<file path="src/rtl/tap_pkg.sv">
package tap_pkg;

  localparam int STATE_W = 4;

  typedef enum logic [STATE_W-1:0] {
    ST_RESET = 4'd0,
    ST_IDLE  = 4'd1,
    ST_SELDR = 4'd2,
    ST_CAPDR = 4'd3,
    ST_SHDR  = 4'd4,
    ST_EX1DR = 4'd5,
    ST_PADR  = 4'd6,
    ST_EX2DR = 4'd7,
    ST_UPDR  = 4'd8,
    ST_SELIR = 4'd9,
    ST_CAPIR = 4'd10,
    ST_SHIR  = 4'd11,
    ST_EX1IR = 4'd12,
    ST_PAIR  = 4'd13,
    ST_EX2IR = 4'd14,
    ST_UPIR  = 4'd15
  } tap_state_e;

endpackage

</file>
<file path="src/rtl/tap_fsm.sv">
module tap_fsm
  import tap_pkg::*;
#(
  parameter int RESET_RUN = 5
) (
  input  logic       tck,
  input  logic       trst,
  input  logic       tms,
  output tap_state_e state
);

  localparam int CNT_W = $clog2(RESET_RUN + 1);

  tap_state_e state_nx;
  logic [CNT_W-1:0] ones_cnt;

  always_comb begin
    state_nx = state;
    unique case (state)
      ST_RESET: state_nx = tms ? ST_RESET : ST_IDLE;
      ST_IDLE:  state_nx = tms ? ST_SELDR : ST_IDLE;
      ST_SELDR: state_nx = tms ? ST_SELIR : ST_CAPDR;
      ST_CAPDR: state_nx = tms ? ST_EX1DR : ST_SHDR;
      ST_SHDR:  state_nx = tms ? ST_EX1DR : ST_SHDR;
      ST_EX1DR: state_nx = tms ? ST_UPDR  : ST_PADR;
      ST_PADR:  state_nx = tms ? ST_EX2DR : ST_PADR;
      ST_EX2DR: state_nx = tms ? ST_UPDR  : ST_SHDR;
      ST_UPDR:  state_nx = tms ? ST_SELDR : ST_IDLE;
      ST_SELIR: state_nx = tms ? ST_RESET : ST_CAPIR;
      ST_CAPIR: state_nx = tms ? ST_EX1IR : ST_SHIR;
      ST_SHIR:  state_nx = tms ? ST_EX1IR : ST_SHIR;
      ST_EX1IR: state_nx = tms ? ST_UPIR  : ST_PAIR;
      ST_PAIR:  state_nx = tms ? ST_EX2IR : ST_PAIR;
      ST_EX2IR: state_nx = tms ? ST_UPIR  : ST_SHIR;
      ST_UPIR:  state_nx = tms ? ST_SELDR : ST_IDLE;
      default:  state_nx = ST_RESET;
    endcase
  end

  always_ff @(posedge tck) begin
    if (trst) state <= ST_RESET;
    else      state <= state_nx;
  end

  // saturating run length of high tms, used only by the checks below
  always_ff @(posedge tck) begin
    if (trst || !tms)                        ones_cnt <= '0;
    else if (ones_cnt != CNT_W'(RESET_RUN))  ones_cnt <= ones_cnt + 1'b1;
  end

  a_r2_trst_enters_reset: assert property (@(posedge tck)
    trst |=> state == ST_RESET);

  a_r3_five_ones_reset: assert property (@(posedge tck) disable iff (trst)
    (ones_cnt == CNT_W'(RESET_RUN)) |-> state == ST_RESET);

  a_r1_reset_to_idle: assert property (@(posedge tck) disable iff (trst)
    (state == ST_RESET && !tms) |=> state == ST_IDLE);

  a_r1_shift_dr_holds: assert property (@(posedge tck) disable iff (trst)
    (state == ST_SHDR && !tms) |=> state == ST_SHDR);

endmodule

</file>
<file path="src/rtl/tap_ireg.sv">
module tap_ireg
  import tap_pkg::*;
#(
  parameter int              IR_W       = 8,
  parameter logic [IR_W-1:0] IR_CAPTURE = 8'b1000_0001
) (
  input  logic            tck,
  input  logic            trst,
  input  logic            tdi,
  input  tap_state_e      state,
  output logic            ir_so,
  output logic [IR_W-1:0] ir_q
);

  localparam logic [IR_W-1:0] IR_BYPASS = '1;

  logic [IR_W-1:0] ir_sh;

  // shift stage: capture and shift on rising tck
  always_ff @(posedge tck) begin
    if (state == ST_CAPIR)     ir_sh <= IR_CAPTURE;
    else if (state == ST_SHIR) ir_sh <= {tdi, ir_sh[IR_W-1:1]};
  end

  // held instruction: changes on falling tck
  always_ff @(negedge tck) begin
    if (trst || state == ST_RESET) ir_q <= IR_BYPASS;
    else if (state == ST_UPIR)     ir_q <= ir_sh;
  end

  assign ir_so = ir_sh[0];

  a_r4_capture_pattern: assert property (@(posedge tck) disable iff (trst)
    state == ST_CAPIR |=> ir_sh == IR_CAPTURE);

  a_r5_reset_state_bypass: assert property (@(posedge tck) disable iff (trst)
    (state == ST_RESET && $past(state) == ST_RESET) |-> ir_q == IR_BYPASS);

endmodule

</file>
<file path="src/rtl/tap_dreg.sv">
module tap_dreg
  import tap_pkg::*;
#(
  parameter int IR_W = 8,
  parameter int DR_W = 8
) (
  input  logic            tck,
  input  logic            trst,
  input  logic            tdi,
  input  tap_state_e      state,
  input  logic [IR_W-1:0] ir_q,
  output logic            dr_so,
  output logic [DR_W-1:0] user_q
);

  logic            byp_sel;
  logic            byp_q;
  logic [DR_W-1:0] dr_sh;

  assign byp_sel = &ir_q;

  // bypass stage
  always_ff @(posedge tck) begin
    if (state == ST_CAPDR)     byp_q <= 1'b0;
    else if (state == ST_SHDR) byp_q <= tdi;
  end

  // user data shift stage, reads back held value on capture
  always_ff @(posedge tck) begin
    if (state == ST_CAPDR)     dr_sh <= user_q;
    else if (state == ST_SHDR) dr_sh <= {tdi, dr_sh[DR_W-1:1]};
  end

  always_ff @(negedge tck) begin
    if (trst)                               user_q <= '0;
    else if (state == ST_UPDR && !byp_sel)  user_q <= dr_sh;
  end

  assign dr_so = byp_sel ? byp_q : dr_sh[0];

  a_r6_bypass_captures_zero: assert property (@(posedge tck) disable iff (trst)
    (state == ST_CAPDR && byp_sel) |=> !byp_q);

  a_r7_user_stable: assert property (@(posedge tck) disable iff (trst)
    (!$past(trst) && state != ST_UPDR) |-> $stable(user_q));

endmodule

</file>
<file path="src/rtl/tap_bypass_top.sv">
module tap_bypass_top
  import tap_pkg::*;
#(
  parameter int              IR_W       = 8,
  parameter logic [IR_W-1:0] IR_CAPTURE = 8'b1000_0001,
  parameter int              DR_W       = 8,
  parameter int              RESET_RUN  = 5
) (
  input  logic            tck,
  input  logic            trst,
  input  logic            tms,
  input  logic            tdi,
  output logic            tdo,
  output logic            tdo_oe,
  output logic [3:0]      tap_state_o,
  output logic [IR_W-1:0] ir_q,
  output logic [DR_W-1:0] user_q
);

  tap_state_e state;
  logic       ir_so;
  logic       dr_so;

  tap_fsm #(.RESET_RUN(RESET_RUN)) u_fsm (
    .tck   (tck),
    .trst  (trst),
    .tms   (tms),
    .state (state)
  );

  tap_ireg #(.IR_W(IR_W), .IR_CAPTURE(IR_CAPTURE)) u_ir (
    .tck   (tck),
    .trst  (trst),
    .tdi   (tdi),
    .state (state),
    .ir_so (ir_so),
    .ir_q  (ir_q)
  );

  tap_dreg #(.IR_W(IR_W), .DR_W(DR_W)) u_dr (
    .tck    (tck),
    .trst   (trst),
    .tdi    (tdi),
    .state  (state),
    .ir_q   (ir_q),
    .dr_so  (dr_so),
    .user_q (user_q)
  );

  // serial output stage, falling tck
  always_ff @(negedge tck) begin
    if (trst) begin
      tdo_oe <= 1'b0;
      tdo    <= 1'b0;
    end else begin
      unique case (state)
        ST_SHIR: begin tdo_oe <= 1'b1; tdo <= ir_so; end
        ST_SHDR: begin tdo_oe <= 1'b1; tdo <= dr_so; end
        default: begin tdo_oe <= 1'b0; tdo <= 1'b0;  end
      endcase
    end
  end

  assign tap_state_o = state;

  a_r8_oe_only_shifting: assert property (@(posedge tck) disable iff (trst)
    tdo_oe |-> (state == ST_SHIR || state == ST_SHDR));

  a_r9_tdo_quiet: assert property (@(posedge tck) disable iff (trst)
    !tdo_oe |-> !tdo);

endmodule

</file>
<file path="config.mk">
export PLATFORM = sky130hd
export DESIGN_NAME = tap_bypass_top
export DESIGN_NICKNAME = d
export VERILOG_FILES = /design/src/rtl/tap_pkg.sv /design/src/rtl/tap_fsm.sv /design/src/rtl/tap_ireg.sv /design/src/rtl/tap_dreg.sv /design/src/rtl/tap_bypass_top.sv
export SDC_FILE = /design/constraint.sdc
export NUM_CORES = 1
export LEC_CHECK = 0
export ABC_AREA = 0
export BUFFER_PORTS_ARGS = -buffer_cell sky130_fd_sc_hd__buf_4
export CORE_UTILIZATION = 50
export DETAILED_ROUTE_END_ITERATION = 8
export PLACE_DENSITY = 0.72
export SLEW_MARGIN = 20
export SYNTH_ARGS = -nofsm -noshare
export SYNTH_HDL_FRONTEND = slang
export SYNTH_SLANG_ARGS = --single-unit
export TNS_END_PERCENT = 10
</file>
<file path="constraint.sdc">
create_clock -name tck -period 3.9 [get_ports tck]
set_clock_uncertainty 0.05 [all_clocks]
set_input_delay 0.39 -clock tck [delete_from_list [all_inputs] [get_ports tck]]
set_output_delay 0.39 -clock tck [all_outputs]
set_load 0.05 [all_outputs]
</file>
==> flow_summary.toml, run 1 <==
[status]
status = "finished, final reports clean"

[yosys]
yosysWarnings = 0
synth_area_sq_um = 1670
ys_types = 31
synth-seq-cells = 39
synthCells = 181
syn_nets = 185
syn_avg_cell_area_sq_um = 9.23
synth_seq_area_share_pct = 51.5

[final_layout]
multi_input_comb_area_sq_um = 741
antenna-diode-count = 0
n_fill_cell = 278
area_growth_pct = 21.3
fin_area_sq_um = 2030
seq_area_sq_um = 861
drive_gt1_share_pct = 21.8
fin_nets = 228
finish.utilization_pct = 65.3

[placed_design]
port_buffers = 25
hpwl_um = 2510
dp_slack_ns = 0.307
place_congestion = 0.768
placed_cell_area_sq_um = 1890

[worst_hold_path]
min_to = "u_fsm.state[0]"
hold_start = "tms"
holdPathStages = 2
min_path_type = "input pin to flip-flop"

[global_route]
grt.overflow.total = 0
grt_max_degree = 21
antenna_found_initial = 0
grt_pass1_wl_um = 5790
track_usage_pct = 22.7
first_global_vias = 1230

[detailed_routing]
avgRoutedWirePerCell_um = 13.2
vias = 1397
drc = 0
viasPerCell = 5.19
detail-route-antenna-nets = 0
wirelength_um = 3540
drt_iter0_drc = 66
first_pass_iters = 4

[setup_path]
cp_cell_sequence = "nand2b_1 -> or3_1 -> o31ai_1"
cpPeakStageDelay_ns = 0.71
crit_path_end_kind = "flip-flop"
critPathLaunchType = "flip-flop"
crit_arrival_ns = 1.92
worstPathMaxFanout = 18
crit-reg2reg-launch = "u_fsm.state[2]"
crit_required_ns = 2.20
rr_worst_depth = 3
worst-r2r-setup-slack_ns = 0.29
worstSetupPathType = "flip-flop to flip-flop"
critPathSlowestCell = "dfxtp_1"
reg2reg_to = "tdo"

[die]
ios = 26
core_sq_um = 3100
start_util_pct = 53.8
fp.dieArea_sq_um = 3580
die_w_um = 59.8
row_count = 20
die_h_um = 59.8

[flow_run]
cap_violations = 0

[sta]
finalSetupTns_ns = 0
tightestPinTransition_ns = 0.764
slew_headroom_pct = 48.9
maxSlewViolCount = 0
setup_slack_ns = 0.287
finalSetupViolCount = 0
final-hold-violation-count = 0
rsz0062_at_grt = "no"

[cts]
holdBufCountCts = 0
cts_resized = 0
cts_tree = "done"
cts_sinks = 39
path_clk_slew_ns = 0.13
post-cts-setup-buffers = 0
cts_max_level = 2
cts_made_buffers = 5
cts_root_buf = "clkbuf_4"
clk_path_buf_depth = 2
clk_latency_ns = 0.41

[pwr]
vdd_drop_max_mv = 0.261
powerDensity_nw_per_um2 = 410
p_leak_uw = 0.000936
finalPower_uw = 830
==> report_power, final <==
part	total (uW)	internal [uW]	leakage, uW	switching (uW)
clock network	323	132	0.000135	191
logic	67.4	26.9	0.000477	40.5
registers	439	425	0.000323	14.3
total	830	584	0.000936	245
==> cell families (layout without fill, tap and decap cells) <==
group | Yosys count | after routing | share of synthesized area (%)
buffers and inverters | 13 | 57 | 4.12
AO/OA/AOI/OAI | 31 | 31 | 10.6
flip-flops | 39 | 39 | 51.5
AND/OR/NAND/NOR | 80 | 80 | 22.3
multiplexers | 18 | 18 | 11.4
==> placed cells by master, fill, tap and decap left out, drive strengths merged, types with 2 or more instances in the layout <==
cell / netlist / routed
mux2i: 10 / 10
edfxtp: 8 / 8
a211oi: 2 / 2
o21ai: 13 / 13
mux2: 8 / 8
nor2: 18 / 18
inv: 3 / 20
nand2b: 2 / 2
nand2: 37 / 37
o22ai: 2 / 2
buf: 7 / 29
a31oi: 2 / 2
nor2b: 3 / 3
dfxtp: 31 / 31
clkbuf: 3 / 6
nand3: 10 / 10
a21oi: 9 / 9
nand4: 3 / 3
==> flip-flops by register name, summed over array words and instances (netlist names) <==
register / count
u_ir.ir_sh: 8
tdo_oe: 1
u_fsm.state: 4
u_dr.user_q: 8
u_ir.ir_q: 8
tdo: 1
u_dr.dr_sh: 8
u_dr.byp_q: 1
==> metal layers <==
layer | vias to the layer above | routed length [um] | global-route usage (%)
met5 | - | 0 | 0
met1 | 643 | 1600 | 28.5
met2 | 34 | 1690 | 34.3
li1 | 714 | - | -
met3 | 6 | 179 | 8.01
met4 | 0 | 79 | 11.6
==> worst max-delay path: cells and delay by family, from the launching register on <==
| family | cells | cell delay [ns] |
|---|---|---|
| and+or+nand+nor | 2 | 0.61 |
| AOI/OAI and AO/OA | 1 | 0.24 |
| DFF | 1 | 0.71 |
==> worst max-delay path by stage <==
| stage | from | end | slack, ns | depth (start not counted) |
|---|---|---|---|---|
| 4_1_cts | u_fsm.state[2] | tdo | 0.30 | 3 |
| 2_1_floorplan | u_fsm.state[3] | u_dr.user_q[0] | 0.18 | 5 |
| 3_5_place_dp | u_fsm.state[2] | tdo | 0.31 | 3 |
| 5_1_grt | u_fsm.state[2] | tdo | 0.16 | 3 |
| 6_report | u_fsm.state[2] | tdo | 0.29 | 3 |
| 3_3_place_gp | u_fsm.state[1] | tdo | 0.36 | 4 |
==> per-stage QoR <==
stage          hold slack, ns  cells
2_1_floorplan           0.389    181
3_3_place_gp            0.411    244
3_5_place_dp            0.425    244
4_1_cts                 0.233    269
5_1_grt                 0.248    269
6_report                0.248    269
==> cell usage after synthesis, drive strengths merged <==
library cell / instances / area, sq um
nand2: 37 / 139
and2b: 1 / 8.76
mux2i: 10 / 100
nor2b: 3 / 18.8
a31oi: 2 / 12.5
nand2b: 2 / 12.5
mux2: 8 / 90.1
nor2: 18 / 67.6
nand4: 3 / 18.8
o22ai: 2 / 12.5
a211oi: 2 / 15.0
a21oi: 9 / 45.0
a311oi: 1 / 8.76
nand3: 10 / 50.1
o21ai: 13 / 68.8
or3: 1 / 6.26
clkbuf: 3 / 11.3
buf: 7 / 46.3
nor3: 1 / 16.3
nand3b: 1 / 7.51
dfxtp: 31 / 621
or4b: 1 / 10.0
or3b: 1 / 8.76
inv: 3 / 11.3
o31ai: 1 / 7.51
edfxtp: 8 / 240
nor4b: 1 / 8.76
o21a: 1 / 7.51
==> area by class of cell <==
type                    instances  share of cell area [%]
repair buffers                 29                    10.7
flip-flops and latches         39                    42.5
clock inverters                20                    4.01
multi-input cells             129                    36.6
inverters                       2                   0.371
clock buffers                   6                    3.09
well taps                      44                    2.72
(Power assumes the default switching activity.)
==> inputs of run 2 (changes only) <==
--- a/config.mk
+++ b/config.mk
@@ -10,6 +10,7 @@
 export CORE_UTILIZATION = 50
 export DETAILED_ROUTE_END_ITERATION = 8
 export PLACE_DENSITY = 0.72
+export REMOVE_ABC_BUFFERS = 1
 export SLEW_MARGIN = 20
 export SYNTH_ARGS = -nofsm -noshare
 export SYNTH_HDL_FRONTEND = slang
==> flow_summary.toml, run 2 (synthesis gave the netlist of run 1 again) <==
[cts]
path_clk_slew_ns = 0.13
cts_max_level = 2
cts_resized = 0
clk_path_buf_depth = 2
cts_tree = "done"
holdBufCountCts = 0
cts_sinks = 39
cts_made_buffers = 5
post-cts-setup-buffers = 0
clk_latency_ns = 0.41
cts_root_buf = "clkbuf_4"

[placed_design]
hpwl_um = 2430
placedCellCount = 245
place_congestion = 0.797
port_buffers = 25

[sta]
slew_headroom_pct = 56.1
finalSetupTns_ns = 0
maxSlewViolCount = 0
tightestPinTransition_ns = 0.656
finalSetupViolCount = 0
rsz0062_at_grt = "no"
final-hold-violation-count = 0

[detailed_routing]
drc = 0
detail-route-antenna-nets = 0
viasPerCell = 5.39
wirelength_um = 3510
avgRoutedWirePerCell_um = 13.0
first_pass_iters = 4
drt_iter0_drc = 68
vias = 1455

[pwr]
sw_frac_of_total_pct = 28.2
p_switching_uw = 240
p_seq_share_pct = 51.7
pwr-share-clk_pct = 40.4
vdd_drop_max_mv = 0.340
p_comb_share_pct = 7.9
powerDensity_nw_per_um2 = 417
p_int_uw = 611
p_leak_uw = 0.000947

[setup_path]
crit_buf_inv = 0
path_delay_family = "flip-flops"
worst-r2r-setup-slack_ns = 0.32
worstSetupPathType = "flip-flop to flip-flop"
cp_cell_sequence = "nand2b_1 -> or3_1 -> o31ai_1"
crit_path_end_kind = "flip-flop"
critPathSlowestCell = "dfxtp_1"
worstPathMaxFanout = 18
crit_arrival_ns = 1.89
cpPeakStageDelay_ns = 0.72
critPathLaunchType = "flip-flop"
crit_required_ns = 2.21

[die]
die_w_um = 59.8
die_h_um = 59.8
fp.dieArea_sq_um = 3580
core_sq_um = 3100
ios = 26
start_util_pct = 53.8
row_count = 20

[final_layout]
stdcell_count = 270
drive_gt1_share_pct = 22.1
layout_common_cells = "nand2_1, dfxtp_1, buf_4, inv_1, nor2_1"
antenna-diode-count = 0
final_common_cell = "nand2_1"
area_growth_pct = 22.0
n_fill_cell = 270
fin_nets = 229

[global_route]
track_usage_pct = 22.5
antenna_found_initial = 0
first_global_vias = 1313
grt_pass1_wl_um = 5910
grt_max_degree = 21
grt.overflow.total = 0

[worst_hold_path]
min_path_type = "input pin to flip-flop"

[status]
status = "finished, final reports clean"

[flow_run]
cap_violations = 0
-- run 2: path summary, 6_finish.rpt --
path	startpoint	to	cells after the start
max	u_fsm.state[2]	tdo	3
min	tms	u_fsm.state[0]	2
max reg2reg	u_fsm.state[2]	tdo	3
min reg2reg	u_ir.ir_sh[1]	u_ir.ir_sh[1]	2
-- run 2: power by group through the flow --
stage	clock network, uW	registers (uW)	logic, uW
after floorplan	29.8	456	31.5
after global placement	29.8	447	64.8
after detailed placement	29.8	447	67.4
after CTS	346	440	67.7
after global routing	379	442	74.7
final	343	440	67.5
-- run 2: per-stage QoR --
stage	worst slack (ns)	total power [uW]	cell area, sq um	util [%]	hold WS [ns]
3_3_place_gp	0.374	542	1890	61.0	0.413
4_1_cts	0.317	854	2040	65.7	0.229
2_1_floorplan	0.0557	517	1610	-	0.389
5_1_grt	0.186	896	2040	65.7	0.235
3_5_place_dp	0.325	545	1890	61.0	0.431
6_report	0.318	851	2040	65.7	0.242
-- run 2: per-layer routing --
metal  vias up  GRT usage (%)  routed length [um]  part of all wire [%]
met4         0           8.97                  53                   1.5
met5         -              0                   0                     0
met3         7           4.55                 178                   5.1
met1       678           27.6                1570                    45
li1        723              -                   -                     -
met2        47           38.3                1710                    49
-- run 2: worst register-to-register path, cell delays in order (launching register included) --
cell,delay [ns]
dfxtp_1,0.72
nand2b_1,0.21
or3_1,0.39
o31ai_1,0.23
-- run 2: layout make-up --
| type | count | area [sq um] | share of cell area, % |
|---|---|---|---|
| sequential | 39 | 861 | 42.2 |
| tap | 44 | 55.1 | 2.70 |
| multi-input combinational | 129 | 741 | 36.3 |
| clock buffer | 5 | 37.5 | 1.84 |
| clock inverter | 21 | 111 | 5.46 |
| timing repair buffer | 30 | 225 | 11.0 |
| inverter | 2 | 7.51 | 0.368 |
